==> src/rtl/irq_seq_pkg.sv <==
package irq_seq_pkg;

  typedef enum logic [2:0] {
    BUS_IDLE     = 3'd0,
    BUS_INTERNAL = 3'd1,
    BUS_INTACK   = 3'd2,
    BUS_FETCH    = 3'd3,
    BUS_REFRESH  = 3'd4,
    BUS_READ     = 3'd5,
    BUS_WRITE    = 3'd6
  } busOpE;

  typedef enum logic [2:0] {
    ADR_NONE, ADR_PC, ADR_SP1, ADR_SP2, ADR_PTR, ADR_PTR1
  } addrSelE;

  typedef enum logic [2:0] {
    PC_RESET, PC_KEEP, PC_NMI, PC_FIXED, PC_TABLE
  } pcSelE;

  // strobes from control to datapath
  typedef struct packed {
    logic  load;
    logic  capAck;
    logic  capLo;
    logic  finish;
    pcSelE pcSel;
  } strobeT;

  function automatic int maxOf(int a, int b);
    return (a > b) ? a : b;
  endfunction

endpackage

==> src/rtl/irq_seq_ctrl.sv <==
module irq_seq_ctrl
  import irq_seq_pkg::*;
#(
  parameter int ACK0_START  = 5,
  parameter int ACK_START   = 7,
  parameter int ACK_END     = 3,
  parameter int FETCH_START = 3,
  parameter int FETCH_END   = 1,
  parameter int REFRESH_IRQ = 4,
  parameter int REFRESH_NMI = 6,
  parameter int MEM_START   = 3,
  parameter int MEM_END     = 3,
  parameter int RESET_LEN   = 6,
  parameter int WAIT_LEN    = 2
) (
  input  logic       clk,
  input  logic       rstN,
  input  logic       nmiReq,
  input  logic       irqReq,
  input  logic       atBoundary,
  input  logic [1:0] intMode,
  input  logic       waitIn,
  output logic       busy,
  output busOpE      busOp,
  output addrSelE    addrSel,
  output strobeT     strobe
);

  localparam int MAX_A   = maxOf(maxOf(ACK0_START, ACK_START), maxOf(ACK_END, FETCH_START));
  localparam int MAX_B   = maxOf(maxOf(REFRESH_IRQ, REFRESH_NMI), maxOf(MEM_START, MEM_END));
  localparam int MAX_C   = maxOf(maxOf(RESET_LEN, WAIT_LEN), FETCH_END);
  localparam int MAX_LEN = maxOf(maxOf(MAX_A, MAX_B), MAX_C);
  localparam int CNT_W   = (MAX_LEN > 2) ? $clog2(MAX_LEN) : 1;

  typedef enum logic [3:0] {
    ST_IDLE, ST_RESET, ST_ACK, ST_FETCH, ST_REFR,
    ST_PUSHHI, ST_PUSHLO, ST_VECLO, ST_VECHI
  } stepE;

  typedef enum logic [1:0] {PH_START, PH_WAIT, PH_END} phaseE;

  stepE             step;
  stepE             nxtStep;
  phaseE            phase;
  logic [CNT_W-1:0] cnt;
  logic             kindNmi;
  logic [1:0]       modeL;
  logic             finalStep;
  pcSelE            pcSel;
  logic             cntZero;
  logic             lastCycle;
  logic             accept;
  int               curEnd;
  int               entryLen;

  function automatic int startLenOf(stepE s, logic [1:0] m, logic n);
    case (s)
      ST_RESET: return RESET_LEN;
      ST_ACK:   return (m == 2'd0) ? ACK0_START : ACK_START;
      ST_FETCH: return FETCH_START;
      ST_REFR:  return n ? REFRESH_NMI : REFRESH_IRQ;
      default:  return MEM_START;
    endcase
  endfunction

  function automatic int endLenOf(stepE s);
    case (s)
      ST_ACK:                                   return ACK_END;
      ST_FETCH:                                 return FETCH_END;
      ST_PUSHHI, ST_PUSHLO, ST_VECLO, ST_VECHI: return MEM_END;
      default:                                  return 0;
    endcase
  endfunction

  // step ordering per entry kind
  always_comb begin
    finalStep = 1'b0;
    pcSel     = PC_KEEP;
    nxtStep   = ST_IDLE;
    case (step)
      ST_RESET: begin finalStep = 1'b1; pcSel = PC_RESET; end
      ST_ACK: begin
        if (modeL == 2'd0) begin finalStep = 1'b1; pcSel = PC_KEEP; end
        else nxtStep = ST_REFR;
      end
      ST_FETCH:  nxtStep = ST_REFR;
      ST_REFR:   nxtStep = ST_PUSHHI;
      ST_PUSHHI: nxtStep = ST_PUSHLO;
      ST_PUSHLO: begin
        if (kindNmi) begin finalStep = 1'b1; pcSel = PC_NMI; end
        else if (modeL == 2'd1) begin finalStep = 1'b1; pcSel = PC_FIXED; end
        else nxtStep = ST_VECLO;
      end
      ST_VECLO: nxtStep = ST_VECHI;
      ST_VECHI: begin finalStep = 1'b1; pcSel = PC_TABLE; end
      default: ;
    endcase
  end

  assign curEnd    = endLenOf(step);
  assign cntZero   = (cnt == '0);
  assign lastCycle = (step != ST_IDLE) && cntZero &&
                     ((phase == PH_END) || (phase == PH_START && curEnd == 0));
  assign accept    = (step == ST_IDLE) && atBoundary && (nmiReq || irqReq);
  assign entryLen  = nmiReq ? FETCH_START : ((intMode == 2'd0) ? ACK0_START : ACK_START);

  always_ff @(posedge clk or negedge rstN) begin
    if (!rstN) begin
      step    <= ST_RESET;
      phase   <= PH_START;
      cnt     <= CNT_W'(RESET_LEN - 1);
      kindNmi <= 1'b0;
      modeL   <= 2'd0;
    end else if (step == ST_IDLE) begin
      if (accept) begin
        kindNmi <= nmiReq;
        modeL   <= intMode;
        step    <= nmiReq ? ST_FETCH : ST_ACK;
        phase   <= PH_START;
        cnt     <= CNT_W'(entryLen - 1);
      end
    end else if (!cntZero) begin
      cnt <= cnt - 1'b1;
    end else if (lastCycle) begin
      if (finalStep) begin
        step <= ST_IDLE;
      end else begin
        step  <= nxtStep;
        phase <= PH_START;
        cnt   <= CNT_W'(startLenOf(nxtStep, modeL, kindNmi) - 1);
      end
    end else if (waitIn) begin
      phase <= PH_WAIT;
      cnt   <= CNT_W'(WAIT_LEN - 1);
    end else begin
      phase <= PH_END;
      cnt   <= CNT_W'(curEnd - 1);
    end
  end

  always_comb begin
    busOp   = BUS_IDLE;
    addrSel = ADR_NONE;
    case (step)
      ST_RESET:  busOp = BUS_INTERNAL;
      ST_ACK:    busOp = BUS_INTACK;
      ST_FETCH:  begin busOp = BUS_FETCH;   addrSel = ADR_PC;   end
      ST_REFR:   busOp = BUS_REFRESH;
      ST_PUSHHI: begin busOp = BUS_WRITE;   addrSel = ADR_SP1;  end
      ST_PUSHLO: begin busOp = BUS_WRITE;   addrSel = ADR_SP2;  end
      ST_VECLO:  begin busOp = BUS_READ;    addrSel = ADR_PTR;  end
      ST_VECHI:  begin busOp = BUS_READ;    addrSel = ADR_PTR1; end
      default: ;
    endcase
  end

  assign busy          = (step != ST_IDLE);
  assign strobe.load   = accept;
  assign strobe.capAck = lastCycle && (step == ST_ACK);
  assign strobe.capLo  = lastCycle && (step == ST_VECLO);
  assign strobe.finish = lastCycle && finalStep;
  assign strobe.pcSel  = pcSel;

  // no boundary keeps the block idle
  a_r2_needs_boundary: assert property (@(posedge clk) disable iff (!rstN)
    (step == ST_IDLE && !atBoundary) |=> (step == ST_IDLE));

  // non-maskable wins at acceptance
  a_r3_nmi_first: assert property (@(posedge clk) disable iff (!rstN)
    (step == ST_IDLE && atBoundary && nmiReq) |=> (step == ST_FETCH));

  // a high wait sample at the end of a wait part repeats it
  a_r5_wait_repeats: assert property (@(posedge clk) disable iff (!rstN)
    (step != ST_IDLE && phase == PH_WAIT && cntZero && waitIn) |=> (phase == PH_WAIT));

  // low-byte write only follows the high-byte write
  a_r6_push_order: assert property (@(posedge clk) disable iff (!rstN)
    (step == ST_PUSHLO && $past(step) != ST_PUSHLO) |-> ($past(step) == ST_PUSHHI));

endmodule

==> src/rtl/irq_seq_dp.sv <==
module irq_seq_dp
  import irq_seq_pkg::*;
#(
  parameter int          ADDR_W    = 16,
  parameter int          DATA_W    = 8,
  parameter logic [15:0] NMI_VEC   = 16'h0066,
  parameter logic [15:0] FIXED_VEC = 16'h0038,
  parameter logic [15:0] SP_RESET  = 16'hFFFF
) (
  input  logic              clk,
  input  logic              rstN,
  input  logic [ADDR_W-1:0] pcIn,
  input  logic [ADDR_W-1:0] spIn,
  input  logic [DATA_W-1:0] iReg,
  input  logic [DATA_W-1:0] dataIn,
  input  addrSelE           addrSel,
  input  strobeT            strobe,
  output logic [ADDR_W-1:0] addrOut,
  output logic [DATA_W-1:0] dataOut,
  output logic [ADDR_W-1:0] pcOut,
  output logic [ADDR_W-1:0] spOut,
  output logic              done,
  output logic [DATA_W-1:0] opcodeOut,
  output logic              opcodeValid
);

  localparam int PTR_W = 2 * DATA_W;

  logic [ADDR_W-1:0] ctxPc;
  logic [ADDR_W-1:0] ctxSp;
  logic [DATA_W-1:0] ctxI;
  logic [DATA_W-1:0] ackByte;
  logic [DATA_W-1:0] vecLo;
  logic [ADDR_W-1:0] ptr;
  logic [ADDR_W-1:0] newPc;
  logic [ADDR_W-1:0] newSp;

  assign ptr = ADDR_W'({ctxI, ackByte});

  always_ff @(posedge clk or negedge rstN) begin
    if (!rstN) begin
      ctxPc   <= '0;
      ctxSp   <= '0;
      ctxI    <= '0;
      ackByte <= '0;
      vecLo   <= '0;
    end else begin
      if (strobe.load) begin
        ctxPc <= pcIn;
        ctxSp <= spIn;
        ctxI  <= iReg;
      end
      if (strobe.capAck) ackByte <= dataIn;
      if (strobe.capLo)  vecLo   <= dataIn;
    end
  end

  always_comb begin
    case (strobe.pcSel)
      PC_RESET: newPc = '0;
      PC_NMI:   newPc = ADDR_W'(NMI_VEC);
      PC_FIXED: newPc = ADDR_W'(FIXED_VEC);
      PC_TABLE: newPc = ADDR_W'({dataIn, vecLo});
      default:  newPc = ctxPc;
    endcase
    case (strobe.pcSel)
      PC_RESET: newSp = ADDR_W'(SP_RESET);
      PC_KEEP:  newSp = ctxSp;
      default:  newSp = ctxSp - ADDR_W'(2);
    endcase
  end

  always_ff @(posedge clk or negedge rstN) begin
    if (!rstN) begin
      pcOut       <= '0;
      spOut       <= '0;
      done        <= 1'b0;
      opcodeOut   <= '0;
      opcodeValid <= 1'b0;
    end else begin
      done        <= strobe.finish;
      opcodeValid <= strobe.finish && (strobe.pcSel == PC_KEEP);
      if (strobe.finish) begin
        pcOut <= newPc;
        spOut <= newSp;
        if (strobe.pcSel == PC_KEEP) opcodeOut <= dataIn;
      end
    end
  end

  always_comb begin
    addrOut = '0;
    dataOut = '0;
    case (addrSel)
      ADR_PC:   addrOut = ctxPc;
      ADR_SP1:  begin addrOut = ctxSp - ADDR_W'(1); dataOut = ctxPc[ADDR_W-1 -: DATA_W]; end
      ADR_SP2:  begin addrOut = ctxSp - ADDR_W'(2); dataOut = ctxPc[DATA_W-1:0]; end
      ADR_PTR:  addrOut = ptr;
      ADR_PTR1: addrOut = ptr + ADDR_W'(1);
      default: ;
    endcase
  end

  // opcode hand-off only appears together with completion
  a_r8_opcode_with_done: assert property (@(posedge clk) disable iff (!rstN)
    opcodeValid |-> (done && PTR_W == ADDR_W));

endmodule

==> src/rtl/irq_vector_seq.sv <==
module irq_vector_seq
  import irq_seq_pkg::*;
#(
  parameter int ADDR_W = 16,
  parameter int DATA_W = 8
) (
  input  logic              clk,
  input  logic              rstN,
  input  logic              nmiReq,
  input  logic              irqReq,
  input  logic              atBoundary,
  input  logic [1:0]        intMode,
  input  logic [ADDR_W-1:0] pcIn,
  input  logic [ADDR_W-1:0] spIn,
  input  logic [DATA_W-1:0] iReg,
  input  logic              waitIn,
  input  logic [DATA_W-1:0] dataIn,
  output logic              busy,
  output logic [2:0]        busOp,
  output logic [ADDR_W-1:0] addrOut,
  output logic [DATA_W-1:0] dataOut,
  output logic [ADDR_W-1:0] pcOut,
  output logic [ADDR_W-1:0] spOut,
  output logic              done,
  output logic [DATA_W-1:0] opcodeOut,
  output logic              opcodeValid
);

  busOpE   busOpS;
  addrSelE addrSel;
  strobeT  strobe;

  irq_seq_ctrl i_ctrl (
    .clk(clk), .rstN(rstN), .nmiReq(nmiReq), .irqReq(irqReq),
    .atBoundary(atBoundary), .intMode(intMode), .waitIn(waitIn),
    .busy(busy), .busOp(busOpS), .addrSel(addrSel), .strobe(strobe)
  );

  irq_seq_dp #(.ADDR_W(ADDR_W), .DATA_W(DATA_W)) i_dp (
    .clk(clk), .rstN(rstN), .pcIn(pcIn), .spIn(spIn), .iReg(iReg),
    .dataIn(dataIn), .addrSel(addrSel), .strobe(strobe),
    .addrOut(addrOut), .dataOut(dataOut), .pcOut(pcOut), .spOut(spOut),
    .done(done), .opcodeOut(opcodeOut), .opcodeValid(opcodeValid)
  );

  assign busOp = busOpS;

  // completion is reported only once the sequencer is idle
  a_r10_done_idle: assert property (@(posedge clk) disable iff (!rstN)
    done |-> !busy);

  // completion is a single-clock pulse
  a_r10_done_pulse: assert property (@(posedge clk) disable iff (!rstN)
    done |=> !done);

endmodule

==> config.mk <==
export PLATFORM = sky130hd
export DESIGN_NAME = irq_vector_seq
export DESIGN_NICKNAME = d
export VERILOG_FILES = /design/src/rtl/irq_seq_pkg.sv /design/src/rtl/irq_seq_ctrl.sv /design/src/rtl/irq_seq_dp.sv /design/src/rtl/irq_vector_seq.sv
export SDC_FILE = /design/constraint.sdc
export NUM_CORES = 1
export LEC_CHECK = 0
export BUFFER_PORTS_ARGS = -buffer_cell sky130_fd_sc_hd__buf_2
export CAP_MARGIN = 15
export CORE_ASPECT_RATIO = 0.75
export CORE_MARGIN = 10
export CORE_UTILIZATION = 51
export DETAILED_ROUTE_END_ITERATION = 8
export PLACE_DENSITY_LB_ADDON = 0.1
export SYNTH_ARGS = -nofsm -noshare
export SYNTH_HDL_FRONTEND = slang
export SYNTH_HIERARCHICAL = 1
export SYNTH_SLANG_ARGS = --single-unit
export TNS_END_PERCENT = 10
==> constraint.sdc <==
create_clock -name clk -period 3.6 [get_ports clk]
set_input_delay 0.72 -clock clk [delete_from_list [all_inputs] [get_ports clk]]
set_output_delay 0.72 -clock clk [all_outputs]
set_load 0.05 [all_outputs]
==> run_results.csv <==
group,metric,value,unit
outcome,status,"complete, no violations",
setup_path,r2r-start,"i_ctrl/step[1]",
power,finalPower,7850,uW
logic_synthesis,postSynthAreaPerCell,9.662,sq um
cts,cts_hold_buf,0,
grt,grt_usage,0.2313,
final_layout,syn_to_final_growth,21.53,%
grt,grt_pass1_vias,6027,
job,drv_cap,0,
logic_synthesis,synth_area,0.006676,sq mm
die,die_y,119.1,microns
cts,cts-root-buf,"clkbuf_16",
setup_path,r2r_end,"i_dp/pcOut[15]",
timing,clock.fmax,282.0,MHz
setup_path,crit_fanout,8,
detailed_routing,drt-wirelength-per-cell,21.57,microns
detailed_routing,ant_nets,0,
timing,setup_ws,53.90,ps
detailed_routing,route.detailed.drc,0,
logic_synthesis,yosys.area.top_type,"dfrtp_1",
logic_synthesis,yosysUniqueCellTypes,71,
timing,hold_viol_final,0,
die,floorplan.rows,36,
die,io_pins,126,
cts,cts_max_level,3,
final_layout,fin_util,0.6299,
timing,tightest_slew,750.2,ps
logic_synthesis,synthArstFlopShare,1.000,
setup_path,critPathCaptureType,"output pin",
detailed_routing,first_iter_violations,618,
logic_synthesis,synth_warnings,6,
power,powerDensity,967.5,mW/mm^2
grt,grt_max_degree,67,
setup_path,r2r_slack,530,ps
logic_synthesis,synth_seq_cells,110,
die,die_w,152.1,microns
logic_synthesis,ys.flop_type,"dfrtp_1",
min_path,hold_class,"in2async",
timing,finalSetupViolCount,0,
placement,io_buffer_count,125,
setup_path,cp.arrival,2830,ps
timing,relSlewSlack,0.4988,
cts,cts_buffer_depth,2,
final_layout,num_antenna_cells,0,
grt,grt_antenna_before_repair,0,
die,core,0.01288,sq mm
setup_path,criticalPathCategory,"reg2out",
logic_synthesis,synth_nets,755,
grt,grt_pass1_wl,33930,microns
die,die-area,0.01811,sq mm
detailed_routing,drtPass1Iterations,5,
setup_path,ff2ff_path_depth,9,
detailed_routing,avgViaCountPerCell,6.082,
final_layout,nets,877,
cts,cts.sink_count,110,
die,initial_core_util,0.5183,
logic_synthesis,synth-seq-area-share,0.4129,
logic_synthesis,syn_inst,691,
timing,rsz0062_at_grt,"yes",
grt,gr-total-overflow,0,
cts,cts_buffers,9,
placement,gp_congestion,1.038,
placement,pre_cts_ws,214.8,ps
detailed_routing,routed_wl,21330,microns
cts,tritoncts,"yes",
final_layout,drive_above_1_share,0.3826,
timing,finalMaxSlewViolations,0,
detailed_routing,routed-via-count,6015,
logic_synthesis,synth_edf_count,0,
setup_path,cp-endpoint,"addrOut[15]",
setup_path,cp-start-kind,"flip-flop",
power,leakage,0.003702,uW
timing,skew,10.57,ps
logic_synthesis,synth_top_area_frac,0.4010,
logic_synthesis,synth.area.top_cells,"dfrtp_1 (40%), mux2_2 (12%), a21oi_1 (3.3%), nor2_1 (3.3%), a22oi_1 (2.7%)",
setup_path,cp-startpoint,"i_dp/ctxSp[1]",
placement,dp_hpwl,15840,microns
power,ir_drop,0.6228,mV
timing,finalCriticalPeriod,3546,ps
timing,finalCritPeriodShare,0.9850,
cts,path_clk_slew,80,ps
cts,clkLatencyLatePin,360,ps
setup_path,required,2880,ps
-- metrics by stage --
stage | TNS (ps) | cells | hold slack (ps) | area [sq um]
2_1_floorplan | -1893 | 691 | 424.4 | 6746
3_3_place_gp | 0 | 967 | 485.5 | 7632
3_5_place_dp | 0 | 967 | 489.4 | 7632
4_1_cts | -2.740 | 986 | 366.5 | 8000
5_1_grt | -104.7 | 989 | 397.7 | 8114
6_report | 0 | 989 | 352.8 | 8114
-- report_power, final --
group          switching (uW)  internal (uW)  leakage [uW]
clock network             501            490      0.000137
logic                    3040           1620       0.00215
registers                 531           1680       0.00141
total                    4070           3780       0.00370
-- timing repair --
item / 4_1_cts / 5_1_grt
endpoints found under the setup margin: 20 / 22
setup buffers: 3 / 3
gates resized for setup: 15 / 26
pin swaps: 2 / 6
-- worst max-delay path, cell delays in order (launching register included) --
cell and delay [ps]:
dfrtp_2 480, inv_2 120, ha_2 230, or4b_4 570, nor4_4 230, nand2_1 110, xor2_1 170, o31ai_2 350
buf_6 210
-- sequential cells by signal, indices dropped and copies added (netlist names), 2 cells and up --
name	cells
i_dp/opcodeOut	8
i_ctrl/step	4
i_dp/ctxI	8
i_dp/ctxPc	16
i_dp/ackByte	8
i_dp/pcOut	16
i_dp/spOut	16
i_ctrl/cnt	3
i_ctrl/phase	2
i_dp/ctxSp	16
i_dp/vecLo	8
i_ctrl/modeL	2
-- cells by family after synthesis --
group | count (synthesis) | synth area share
buffers and inverters | 80 | 0.05303
muxes | 85 | 0.1413
DFF | 110 | 0.4129
xor gates and xnor gates | 35 | 0.04591
AOI/OAI and AO/OA | 175 | 0.1743
adders and majority gates | 8 | 0.01499
and+or+nand+nor | 198 | 0.1576
-- synth_stat cells, drive strengths merged, types with 4 or more instances --
cell type,n
a211oi,5
a21o,4
a21oi,45
a221oi,9
a22oi,24
a31oi,10
and2,4
and3,4
buf,16
clkbuf,38
dfrtp,107
ha,8
inv,26
mux2,74
mux2i,11
nand2,38
nand2b,9
nand3,14
nand4,10
nor2,60
nor2b,9
nor3,19
nor4,14
o211ai,9
o21ai,31
o221ai,4
o22ai,4
o31ai,9
xnor2,19
xor2,16
-- layer usage --
layer  global-route usage  part of all wire  vias to the layer above
met2               0.3279              0.42                      274
met4              0.06843             0.019                        0
li1                     -                 -                     2769
met1               0.3361              0.47                     2943
met3              0.06113             0.092                       29
met5                    0                 0                        -
-- layout by cell type (no fill, tap or decap), drive strengths merged, types with 3 or more instances in the layout --
master	n
nand3	14
nand2	38
and3	4
nand4	10
xor2	16
nor4	14
a21oi	45
o211ai	9
xnor2	19
mux2i	11
inv	28
a31oi	10
a32oi	3
nor2b	9
o221ai	4
a22oi	24
a221oi	9
nor3	19
o21ai	31
nor3b	3
ha	8
a211oi	5
nor2	60
nand2b	9
clkbuf	15
a21o	4
buf	160
and2	4
o31ai	9
dfrtp	107
mux2	74
dfstp	3
o22ai	4
-- final cells by class --
cell class | count | area (sq um)
Clock buffer | 10 | 229.0
Tap cell | 171 | 214.0
Timing Repair Buffer | 165 | 1008
Sequential cell | 110 | 2759
Multi-Input combinational cell | 501 | 3734
Fill cell | 1076 | 4768
Clock inverter | 6 | 67.56
Inverter | 26 | 102.6
-- worst min path at each step --
stage | startpoint | to | slack [ps] | cells past startpoint
3_3_place_gp | i_dp/spOut[6] | i_dp/spOut[6] | 490 | 1
5_1_grt | rstN | i_dp/pcOut[13] | 400 | 1
2_1_floorplan | rstN | i_ctrl/cnt[1] | 420 | 0
4_1_cts | rstN | i_dp/pcOut[13] | 370 | 1
3_5_place_dp | i_dp/spOut[8] | i_dp/spOut[8] | 490 | 1
6_report | rstN | i_dp/pcOut[13] | 350 | 1
Power figures use the tool's default switching activity.
